## config.mk

```make
export PLATFORM = sky130hd
export DESIGN_NAME = ulpi_link_ctrl
export DESIGN_NICKNAME = d
export VERILOG_FILES = /design/src/rtl/ulpi_link_pkg.sv /design/src/rtl/ulpi_dir_track.sv /design/src/rtl/ulpi_rx_capture.sv /design/src/rtl/ulpi_tx_engine.sv /design/src/rtl/ulpi_link_ctrl.sv
export SDC_FILE = /design/constraint.sdc
export NUM_CORES = 1
export LEC_CHECK = 0
export CORE_ASPECT_RATIO = 0.5
export CORE_MARGIN = 5
export CORE_UTILIZATION = 30
export DETAILED_ROUTE_END_ITERATION = 6
export PLACE_DENSITY = 0.63
export SLEW_MARGIN = 0
export SYNTH_ARGS = -nofsm -noshare
export SYNTH_HDL_FRONTEND = slang
export SYNTH_SLANG_ARGS = --single-unit
```

## constraint.sdc

```tcl
create_clock -name clk -period 1.8 [get_ports clk]
set_input_delay 0.27 -clock clk [delete_from_list [all_inputs] [get_ports clk]]
set_output_delay 0.27 -clock clk [all_outputs]
set_load 0.03 [all_outputs]
```

## src/rtl/ulpi_link_pkg.sv

```systemverilog
// Shared types for the ULPI link-side controller.
// Assumes one clock domain (the PHY-supplied interface clock).
package ulpi_link_pkg;

    // Phase of the outgoing side of the link.
    typedef enum logic [2:0] {
        LS_IDLE  = 3'd0,   // owning or waiting, nothing on the bus
        LS_XMIT  = 3'd1,   // user stream byte on the bus
        LS_RCMD  = 3'd2,   // register write command byte on the bus
        LS_RDATA = 3'd3,   // register write data byte on the bus
        LS_STOP  = 3'd4    // one-cycle stop strobe
    } link_state_t;

endpackage

```

## src/rtl/ulpi_dir_track.sv

```systemverilog
// Tracks bus ownership from the PHY direction input.
// Produces the link drive permission and the PHY receive window, both of
// which exclude the turnaround cycle that follows any change of direction.
// Assumes reset behaves like a PHY-owned history, so the first cycle after
// reset is treated as a turnaround.
module ulpi_dir_track (
    input  logic clk,
    input  logic rst_n,
    input  logic phy_dir,
    output logic link_own,
    output logic phy_window
);

    logic dir_q;

    // Remember last cycle's direction to detect turnaround cycles.
    always_ff @(posedge clk) begin
        if (!rst_n) begin
            dir_q <= 1'b1;
        end else begin
            dir_q <= phy_dir;
        end
    end

    // Link may drive only after two consecutive low direction samples.
    assign link_own   = rst_n && !phy_dir && !dir_q;
    // PHY data is valid only after two consecutive high direction samples.
    assign phy_window = phy_dir && dir_q;

endmodule

```

## src/rtl/ulpi_rx_capture.sv

```systemverilog
// Captures bytes driven by the PHY. With the next-byte strobe high the byte
// is receive data; with it low the byte is kept as the latest status.
// Assumes the window input already excludes turnaround cycles.
module ulpi_rx_capture #(
    parameter int unsigned DATA_W = 8
) (
    input  logic              clk,
    input  logic              rst_n,
    input  logic              phy_window,
    input  logic              phy_nxt,
    input  logic [DATA_W-1:0] bus_in,
    output logic [DATA_W-1:0] rx_data,
    output logic              rx_valid,
    output logic [DATA_W-1:0] stat_byte
);

    // Register receive bytes and their one-cycle valid flag.
    always_ff @(posedge clk) begin
        if (!rst_n) begin
            rx_data  <= '0;
            rx_valid <= 1'b0;
        end else begin
            rx_valid <= phy_window && phy_nxt;
            if (phy_window && phy_nxt) begin
                rx_data <= bus_in;
            end
        end
    end

    // Keep the most recent status byte.
    always_ff @(posedge clk) begin
        if (!rst_n) begin
            stat_byte <= '0;
        end else if (phy_window && !phy_nxt) begin
            stat_byte <= bus_in;
        end
    end

endmodule

```

## src/rtl/ulpi_tx_engine.sv

```systemverilog
// Outgoing side of the link: idle bytes, user transmit streams and register
// writes, each paced by the PHY next-byte strobe and closed by a one-cycle
// stop strobe. Loss of ownership mid-stream drops the activity without a
// stop strobe; a stream reports an abort, a register write is retried
// because its request stays raised.
// Assumes DATA_W = ADDR_W + 2 so the command prefix fills the top bits.
module ulpi_tx_engine
    import ulpi_link_pkg::*;
#(
    parameter int unsigned DATA_W = 8,
    parameter int unsigned ADDR_W = 6
) (
    input  logic              clk,
    input  logic              rst_n,
    input  logic              link_own,
    input  logic              phy_nxt,
    input  logic [DATA_W-1:0] tx_data,
    input  logic              tx_valid,
    input  logic              tx_last,
    output logic              tx_ready,
    output logic              tx_abort,
    input  logic              reg_req,
    input  logic [ADDR_W-1:0] reg_addr,
    input  logic [DATA_W-1:0] reg_wdata,
    output logic              reg_ack,
    output logic [DATA_W-1:0] bus_out,
    output logic              phy_stp
);

    localparam int unsigned PREFIX_W = DATA_W - ADDR_W;
    localparam logic [PREFIX_W-1:0] REGWR_PFX = {1'b1, {(PREFIX_W-1){1'b0}}};

    link_state_t       state, state_nx;
    logic [DATA_W-1:0] hold_q;
    logic              last_q;
    logic [DATA_W-1:0] wdat_q;
    logic              stop_reg_q;
    logic              abort_q;
    logic              load_tx;
    logic              load_reg;
    logic              ready_c;
    logic [DATA_W-1:0] drv_c;

    // Next phase and load strobes from ownership, strobe and user requests.
    always_comb begin
        state_nx = state;
        load_tx  = 1'b0;
        load_reg = 1'b0;
        ready_c  = 1'b0;
        unique case (state)
            LS_IDLE: begin
                if (link_own) begin
                    if (reg_req) begin
                        load_reg = 1'b1;
                        state_nx = LS_RCMD;
                    end else begin
                        ready_c = 1'b1;
                        if (tx_valid) begin
                            load_tx  = 1'b1;
                            state_nx = LS_XMIT;
                        end
                    end
                end
            end
            LS_XMIT: begin
                if (!link_own) begin
                    state_nx = LS_IDLE;
                end else if (phy_nxt) begin
                    if (last_q) begin
                        state_nx = LS_STOP;
                    end else begin
                        ready_c = 1'b1;
                        if (tx_valid) begin
                            load_tx = 1'b1;
                        end else begin
                            state_nx = LS_STOP;
                        end
                    end
                end
            end
            LS_RCMD: begin
                if (!link_own) begin
                    state_nx = LS_IDLE;
                end else if (phy_nxt) begin
                    state_nx = LS_RDATA;
                end
            end
            LS_RDATA: begin
                if (!link_own) begin
                    state_nx = LS_IDLE;
                end else if (phy_nxt) begin
                    state_nx = LS_STOP;
                end
            end
            default: begin
                state_nx = LS_IDLE;
            end
        endcase
    end

    // Phase register, byte holding registers and the abort pulse.
    always_ff @(posedge clk) begin
        if (!rst_n) begin
            state      <= LS_IDLE;
            hold_q     <= '0;
            last_q     <= 1'b0;
            wdat_q     <= '0;
            stop_reg_q <= 1'b0;
            abort_q    <= 1'b0;
        end else begin
            state   <= state_nx;
            abort_q <= (state == LS_XMIT) && !link_own;
            if (load_tx) begin
                hold_q <= tx_data;
                last_q <= tx_last;
            end
            if (load_reg) begin
                hold_q <= {REGWR_PFX, reg_addr};
                last_q <= 1'b0;
                wdat_q <= reg_wdata;
            end
            if ((state_nx == LS_STOP) && (state != LS_STOP)) begin
                stop_reg_q <= (state == LS_RDATA);
            end
        end
    end

    // Byte the link would place on the bus in the current phase.
    always_comb begin
        unique case (state)
            LS_XMIT, LS_RCMD: drv_c = hold_q;
            LS_RDATA:         drv_c = wdat_q;
            default:          drv_c = '0;
        endcase
    end

    assign bus_out  = link_own ? drv_c : '0;
    assign phy_stp  = (state == LS_STOP);
    assign reg_ack  = (state == LS_STOP) && stop_reg_q;
    assign tx_ready = ready_c;
    assign tx_abort = abort_q;

endmodule

```

## src/rtl/ulpi_link_ctrl.sv

```systemverilog
// Link-side controller for an 8-bit ULPI bus. Joins the ownership tracker,
// the receive capture and the transmit engine. The shared bus is split into
// bus_in, bus_out and bus_oe; the pad-level tri-state lives outside.
// Assumes all signals are synchronous to the PHY-supplied clock.
module ulpi_link_ctrl #(
    parameter int unsigned DATA_W = 8,
    parameter int unsigned ADDR_W = 6
) (
    input  logic              clk,
    input  logic              rst_n,
    input  logic              phy_dir,
    input  logic              phy_nxt,
    output logic              phy_stp,
    input  logic [DATA_W-1:0] bus_in,
    output logic [DATA_W-1:0] bus_out,
    output logic              bus_oe,
    input  logic [DATA_W-1:0] tx_data,
    input  logic              tx_valid,
    input  logic              tx_last,
    output logic              tx_ready,
    output logic              tx_abort,
    input  logic              reg_req,
    input  logic [ADDR_W-1:0] reg_addr,
    input  logic [DATA_W-1:0] reg_wdata,
    output logic              reg_ack,
    output logic [DATA_W-1:0] rx_data,
    output logic              rx_valid,
    output logic [DATA_W-1:0] stat_byte
);

    logic link_own;
    logic phy_window;

    // Ownership and turnaround tracking.
    ulpi_dir_track u_dir (
        .clk        (clk),
        .rst_n      (rst_n),
        .phy_dir    (phy_dir),
        .link_own   (link_own),
        .phy_window (phy_window)
    );

    // Receive data and status capture.
    ulpi_rx_capture #(.DATA_W(DATA_W)) u_rx (
        .clk        (clk),
        .rst_n      (rst_n),
        .phy_window (phy_window),
        .phy_nxt    (phy_nxt),
        .bus_in     (bus_in),
        .rx_data    (rx_data),
        .rx_valid   (rx_valid),
        .stat_byte  (stat_byte)
    );

    // Transmit streams and register writes.
    ulpi_tx_engine #(.DATA_W(DATA_W), .ADDR_W(ADDR_W)) u_tx (
        .clk       (clk),
        .rst_n     (rst_n),
        .link_own  (link_own),
        .phy_nxt   (phy_nxt),
        .tx_data   (tx_data),
        .tx_valid  (tx_valid),
        .tx_last   (tx_last),
        .tx_ready  (tx_ready),
        .tx_abort  (tx_abort),
        .reg_req   (reg_req),
        .reg_addr  (reg_addr),
        .reg_wdata (reg_wdata),
        .reg_ack   (reg_ack),
        .bus_out   (bus_out),
        .phy_stp   (phy_stp)
    );

    assign bus_oe = link_own;

endmodule

```

# ---- Yosys cells after proc, flatten, opt, wreduce, memory -nomap -nowiden
# Cells that the tools add are included.
# Widths: inputs -> output; s select.
dict set report totals {
  register_bits 40
  in_bits 37
}
dict set report classes {
  eq_ne 6
  mux 32
  bitwise_logic 1
  n_reduce_logical 16
}
# operator count
set ops {}
lappend ops {{$mux 3} 11}
lappend ops {{$mux 8} 3}
lappend ops {{$pmux 8 s2} 1}
lappend ops {{$mux 1} 14}
lappend ops {{$pmux 3 s4} 1}
lappend ops {{$logic_and 1x1->1} 8}
lappend ops {{$eq 3x2->1 const B} 2}
lappend ops {{$eq 3x3->1 const B} 2}
lappend ops {{$logic_not 1->1} 4}
lappend ops {{$pmux 1 s2} 2}
lappend ops {{$reduce_or 2->1} 2}
lappend ops {{$eq 3x1->1 const B} 1}
lappend ops {{$logic_not 3->1} 1}
lappend ops {{$ne 3x3->1 const B} 1}
lappend ops {{$reduce_bool 2->1} 1}
lappend ops {{$not 1->1} 1}

# ---- Depth between registers and ports, before layout
dict set report logic_depth {
  word_depth 7
  ltp_mapped 6
  mapped_depth_nobuf 4
}

# ---- Hierarchy
# From an unflattened synthesis, not the netlist that was laid out.
dict set report hier_totals {
  hier_cells 204
  hier_area_um2 1854.3
}
# module instances cells_per_inst area_each_um2 seq_area_each_um2
set modules_own_cells {}
lappend modules_own_cells {ulpi_tx_engine 1 135 1146.1 440.4}
lappend modules_own_cells {ulpi_rx_capture 1 65 661.9 340.3}
lappend modules_own_cells {ulpi_dir_track 1 4 46.3 20.0}

# ---- Least setup slack after synthesis
# Ideal clock, no wire load.
dict set report synth_timing {
  path_type {flip-flop to output port}
  startpoint {register u_dir.dir_q}
  endpoint {output port bus_out[0]}
  arrival_time_ns 1.545
  t_required_ns 1.530
  slack_ns -0.015
  path_stages_with_launch 4
  n_path_buf 1
  path_cell_list {dfxtp_1 -> or4b_4 -> clkbuf_1 -> nor2_1}
}
dict set report synth_between {
  elab_chain_cells 3
}
# element line_no
set synth_lines {}
lappend synth_lines {{start: declaration} ulpi_dir_track.sv:14} ;# logic dir_q;
lappend synth_lines {{start signal: assignment} ulpi_dir_track.sv:21} ;# dir_q <= phy_dir;
lappend synth_lines {{$logic_not 1->1} ulpi_dir_track.sv:26} ;# assign link_own = rst_n && !phy_dir && !dir_q;
lappend synth_lines {{$logic_and 1x1->1} ulpi_dir_track.sv:26}
lappend synth_lines {{$mux 8} ulpi_tx_engine.sv:137} ;# assign bus_out = link_own ? drv_c : '0;
lappend synth_lines {{end: declaration} ulpi_link_ctrl.sv:15} ;# output logic [DATA_W-1:0] bus_out,
# No other way between the ends.

# ---- Final worst setup path
dict set report layout_timing {
  startpoint {register u_tx.state[2]}
  endpoint {output port tx_ready}
}
dict set report layout_between {
  elab_chain_cells 2
}
# element line_no
set layout_lines {}
lappend layout_lines {{start: declaration} ulpi_tx_engine.sv:33} ;# link_state_t state, state_nx;
lappend layout_lines {{start signal: assignment} ulpi_tx_engine.sv:111} ;# state <= state_nx;
lappend layout_lines {{$eq 3x1->1 / $logic_not 3->1 (equally long branches)} ulpi_tx_engine.sv:50} ;# unique case (state)
lappend layout_lines {{$pmux 1 s2 (*)} ulpi_tx_engine.sv:50}
lappend layout_lines {{end: declaration} ulpi_link_ctrl.sv:20} ;# output logic tx_ready,
# Every way passes the cells marked *; elsewhere a longest branch is shown, timed or not.

==> impl_results.md <==
* Result of the run: complete, but fails checks
* Violated checks: setup timing
* Layout cells sized above 1 at 17.8%
* Number of antenna-violating nets in the routed design at 0
* Die Height at 63.9 um
* Measured slew at the worst slew-check pin at 0.326 ns
* Worst flop-to-flop path endpoint: u_tx.hold_q[7]$_SDFFE_PN0P_
* Final period utilization at 106%
* Net count, final at 311
* Area Overhead vs Synth at 60.0%
* Worst setup EP type: output port
* Power density over cell area at 752 nW/um^2
* Synthesized area per cell at 8.88 um^2
* Total routing usage reported by global routing at 12.4%
* DR DRC count at 0
* Clock Sink Count at 40
* Post-Place Cells at 338
* FF-to-FF path depth at 6
* Number of hold violations in the final report at 0
* Total vias in the final route at 1,648
* Max Slew Vio Count at 0
* Highest Clock Rate at 522 MHz
* Number of port buffers at 66
* Critical path data required time at 1.53 ns
* Area of the core at 5560 um^2
* Max transition margin at 77.7%
* Number of violations of the max-capacitance limit at 0
* Start point of the worst hold path: u_rx.rx_data[6]$_SDFFE_PN0P_
* Post-synthesis sequential element count at 40
* Worst-path clk slew at 0.06 ns
* Deepest level of the CTS H-tree at 2
* Arrival time at the worst endpoint at 1.64 ns
* RePlAce Congestion at 0.808
* Per-cell via count in the routed design at 4.74
* Startpoint of the lowest-slack register-to-register path: u_tx.state[2]$_SDFF_PN0_
* Congestion Overflow GR at 0
* Crit Path Category: reg2out
* Fin crit period at 1.91 ns
* Initial antenna violation count at 0
* WP buf/inv at 1
* I/O pin total at 67
* Die X at 118 um
* Destination of the critical timing path: tx_ready
* Largest cells by area after synthesis: sky130_fd_sc_hd__dfxtp_1, sky130_fd_sc_hd__mux2i_1, sky130_fd_sc_hd__a21boi_0, sky130_fd_sc_hd__nand2_1, sky130_fd_sc_hd__nor2b_1
* Setup repair after global routing missed its margin: yes
* Setup violation total in the final timing report at 9
* Clk Tree Root Cell: sky130_fd_sc_hd__clkbuf_16
* Post-synthesis instance area at 1740 um^2
* Skew final at 0.00351 ns
* Ordered cell list for the critical path: or4b_4, nor2_2, o311a_1, buf_12
* Clock Path Buffers at 2
* Placement Rows at 19
* Leading cell type by number of instances after synthesis: sky130_fd_sc_hd__dfxtp_1
* Maximum fanout encountered on the critical timing path at 6
* Critical path depth in cells at 4
* TritonCTS clock tree: yes
* Number of enable flip-flop cells after synthesis at 0
* Worst Setup Start Kind: flop
* Setup WS post-layout at -0.114 ns
* Pleak at 0.00114 uW
* Share of synthesized flip-flops with an asynchronous set or reset at 0%
* Delay of the slowest cell on the worst path at 0.55 ns
* Die footprint at 7520 um^2
* Via count of the first global-routing pass at 1,687
* Number of warning messages in the yosys log at 0
* Number of clock buffers inserted by TritonCTS at 5
* Post-synthesis cell type with the largest combined area: sky130_fd_sc_hd__dfxtp_1
* Area fraction of the dominant cell type after synthesis at 46.0%
* Length of the first detailed-routing pass in iterations at 4
* Starting density of the core at 31.3%
* Non-filler instance count after layout at 348
* Number of instances in the synthesized netlist at 196
* HPWL after detailed placement at 3530 um
* Path category of the worst min-delay check: reg2reg
* # hold bufs at CTS at 0
* Clock Latency Late Sink at 0.28 ns
* Commonest register cell after synthesis: sky130_fd_sc_hd__dfxtp_1
* Starting DRT DRC Count at 25
* Family with the most delay on the worst path: simple AND/OR/NAND/NOR gates
* Routed len/inst at 13.5 um
* Wire length of the first global-routing pass at 7940 um
* Sum of routed wire length over all layers at 4690 um
* Highest-delay cell along the critical path: sky130_fd_sc_hd__or4b_4
* Hold_ws at 0.464 ns
* Worst reg-to-reg setup slack at 0.18 ns
* Register area share after synthesis at 46.0%
* Number of nets in the synthesized netlist at 233
* Synth unique cells at 28
* Leading cell types by count after synthesis: sky130_fd_sc_hd__dfxtp_1, sky130_fd_sc_hd__nand2_1, sky130_fd_sc_hd__a21boi_0, sky130_fd_sc_hd__mux2i_1, sky130_fd_sc_hd__nor2_1
* Maximum vdd drop at 404 uV
* Pin count of the biggest net entering global routing at 25
* Antenna cells at 0
* Worst setup startpoint: u_tx.state[2]$_SDFF_PN0_
## worst reg2reg max path: cells and delay by family, from the launching register on
kind,cells,cell delay (ns)
simple gates,1,0.37
flops,1,0.35
buf+inv,2,0.38
mux,1,0.15
compound gates,2,0.25
## repair_timing
action                     CTS  global route
cloned                       0             0
resized for setup           10            11
setup endpoints to repair   11             9
pin swaps                    3             4
setup buffers                2             0
## where the power goes
group	switching (uW)	leakage (uW)	total (uW)	internal [uW]
clock	345	0.0000772	898	553
combinational	119	0.000737	272	153
sequential	13.1	0.000326	923	909
total	477	0.00114	2090	1620
## kinds of logic after synthesis
logic type | Yosys count | share of synthesized area (%)
mux | 17 | 9.78
buf+inv | 15 | 3.45
xor+xnor | 1 | 0.503
compound gates | 43 | 16.8
simple gates | 80 | 23.4
flops | 40 | 46.0
## per-stage QoR
| step | power, uW | setup TNS [ns] | worst slack, ns | instance area, um^2 | util (%) |
|---|---|---|---|---|---|
| final | 2090 | -0.661 | -0.114 | 2780 | 50.0 |
| after global routing | 2190 | -1.05 | -0.162 | 2780 | 50.0 |
| after CTS | 2120 | -1.23 | -0.170 | 2740 | 49.3 |
| after detailed placement | 1220 | -4.35 | -0.290 | 2560 | 46.1 |
| after global placement | 1210 | -3.22 | -0.234 | 2560 | 46.1 |
| after floorplan | 1060 | -0.132 | -0.0151 | 1740 | - |
## state kept, by name, summed over array words and instances, names as in the netlist
name	flops
u_rx.rx_data	8
u_rx.stat_byte	8
u_tx.hold_q	8
u_tx.wdat_q	8
u_tx.state	3
u_dir.dir_q	1
u_rx.rx_valid	1
u_tx.last_q	1
u_tx.stop_reg_q	1
u_tx.tx_abort	1
## placed cells by master, fill, tap and decap left out, drive strengths merged, types with 2 or more instances in the layout
cell type	instances
a21boi	17
a21oi	7
a22oi	8
and2	3
and3	3
buf	29
clkbuf	6
clkdlybuf4s50	52
dfxtp	40
dlygate4sd2	4
inv	2
mux2i	17
nand2	34
nand2b	5
nand3	2
nor2	15
nor2b	11
o21ai	7
## worst min path at each step
| stage | end | slack [ns] | cells after the start |
|---|---|---|---|
| final | u_rx.rx_data[6]$_SDFFE_PN0P_ | 0.46 | 2 |
| after global routing | u_tx.wdat_q[3]$_SDFFE_PN0P_ | 0.49 | 2 |
| after CTS | u_tx.wdat_q[4]$_SDFFE_PN0P_ | 0.47 | 2 |
| after detailed placement | u_tx.wdat_q[4]$_SDFFE_PN0P_ | 0.46 | 2 |
| after global placement | u_rx.rx_data[6]$_SDFFE_PN0P_ | 0.45 | 2 |
| after floorplan | u_dir.dir_q$_SDFF_PN1_ | 0.40 | 1 |
## area by class of cell
type / count / area (um^2)
Clock inverter: 2 / 13.8
Multi-Input combinational cell: 141 / 918
Timing Repair Buffer: 85 / 813
Clock buffer: 6 / 139
Inverter: 1 / 3.75
Tap cell: 73 / 91.3
Sequential cell: 40 / 805
Fill cell: 543 / 2780
## routing by layer
metal | part of all wire [%] | up-vias | GRT usage, % | wire, um
li1 | - | 829 | - | -
met1 | 45 | 786 | 15.6 | 2110
met2 | 51 | 29 | 21.5 | 2380
met3 | 3.7 | 4 | 3.00 | 175
met4 | 0.62 | 0 | 3.43 | 29
met5 | 0 | - | 0 | 0
No activity file was read; power rests on OpenSTA's default activity.
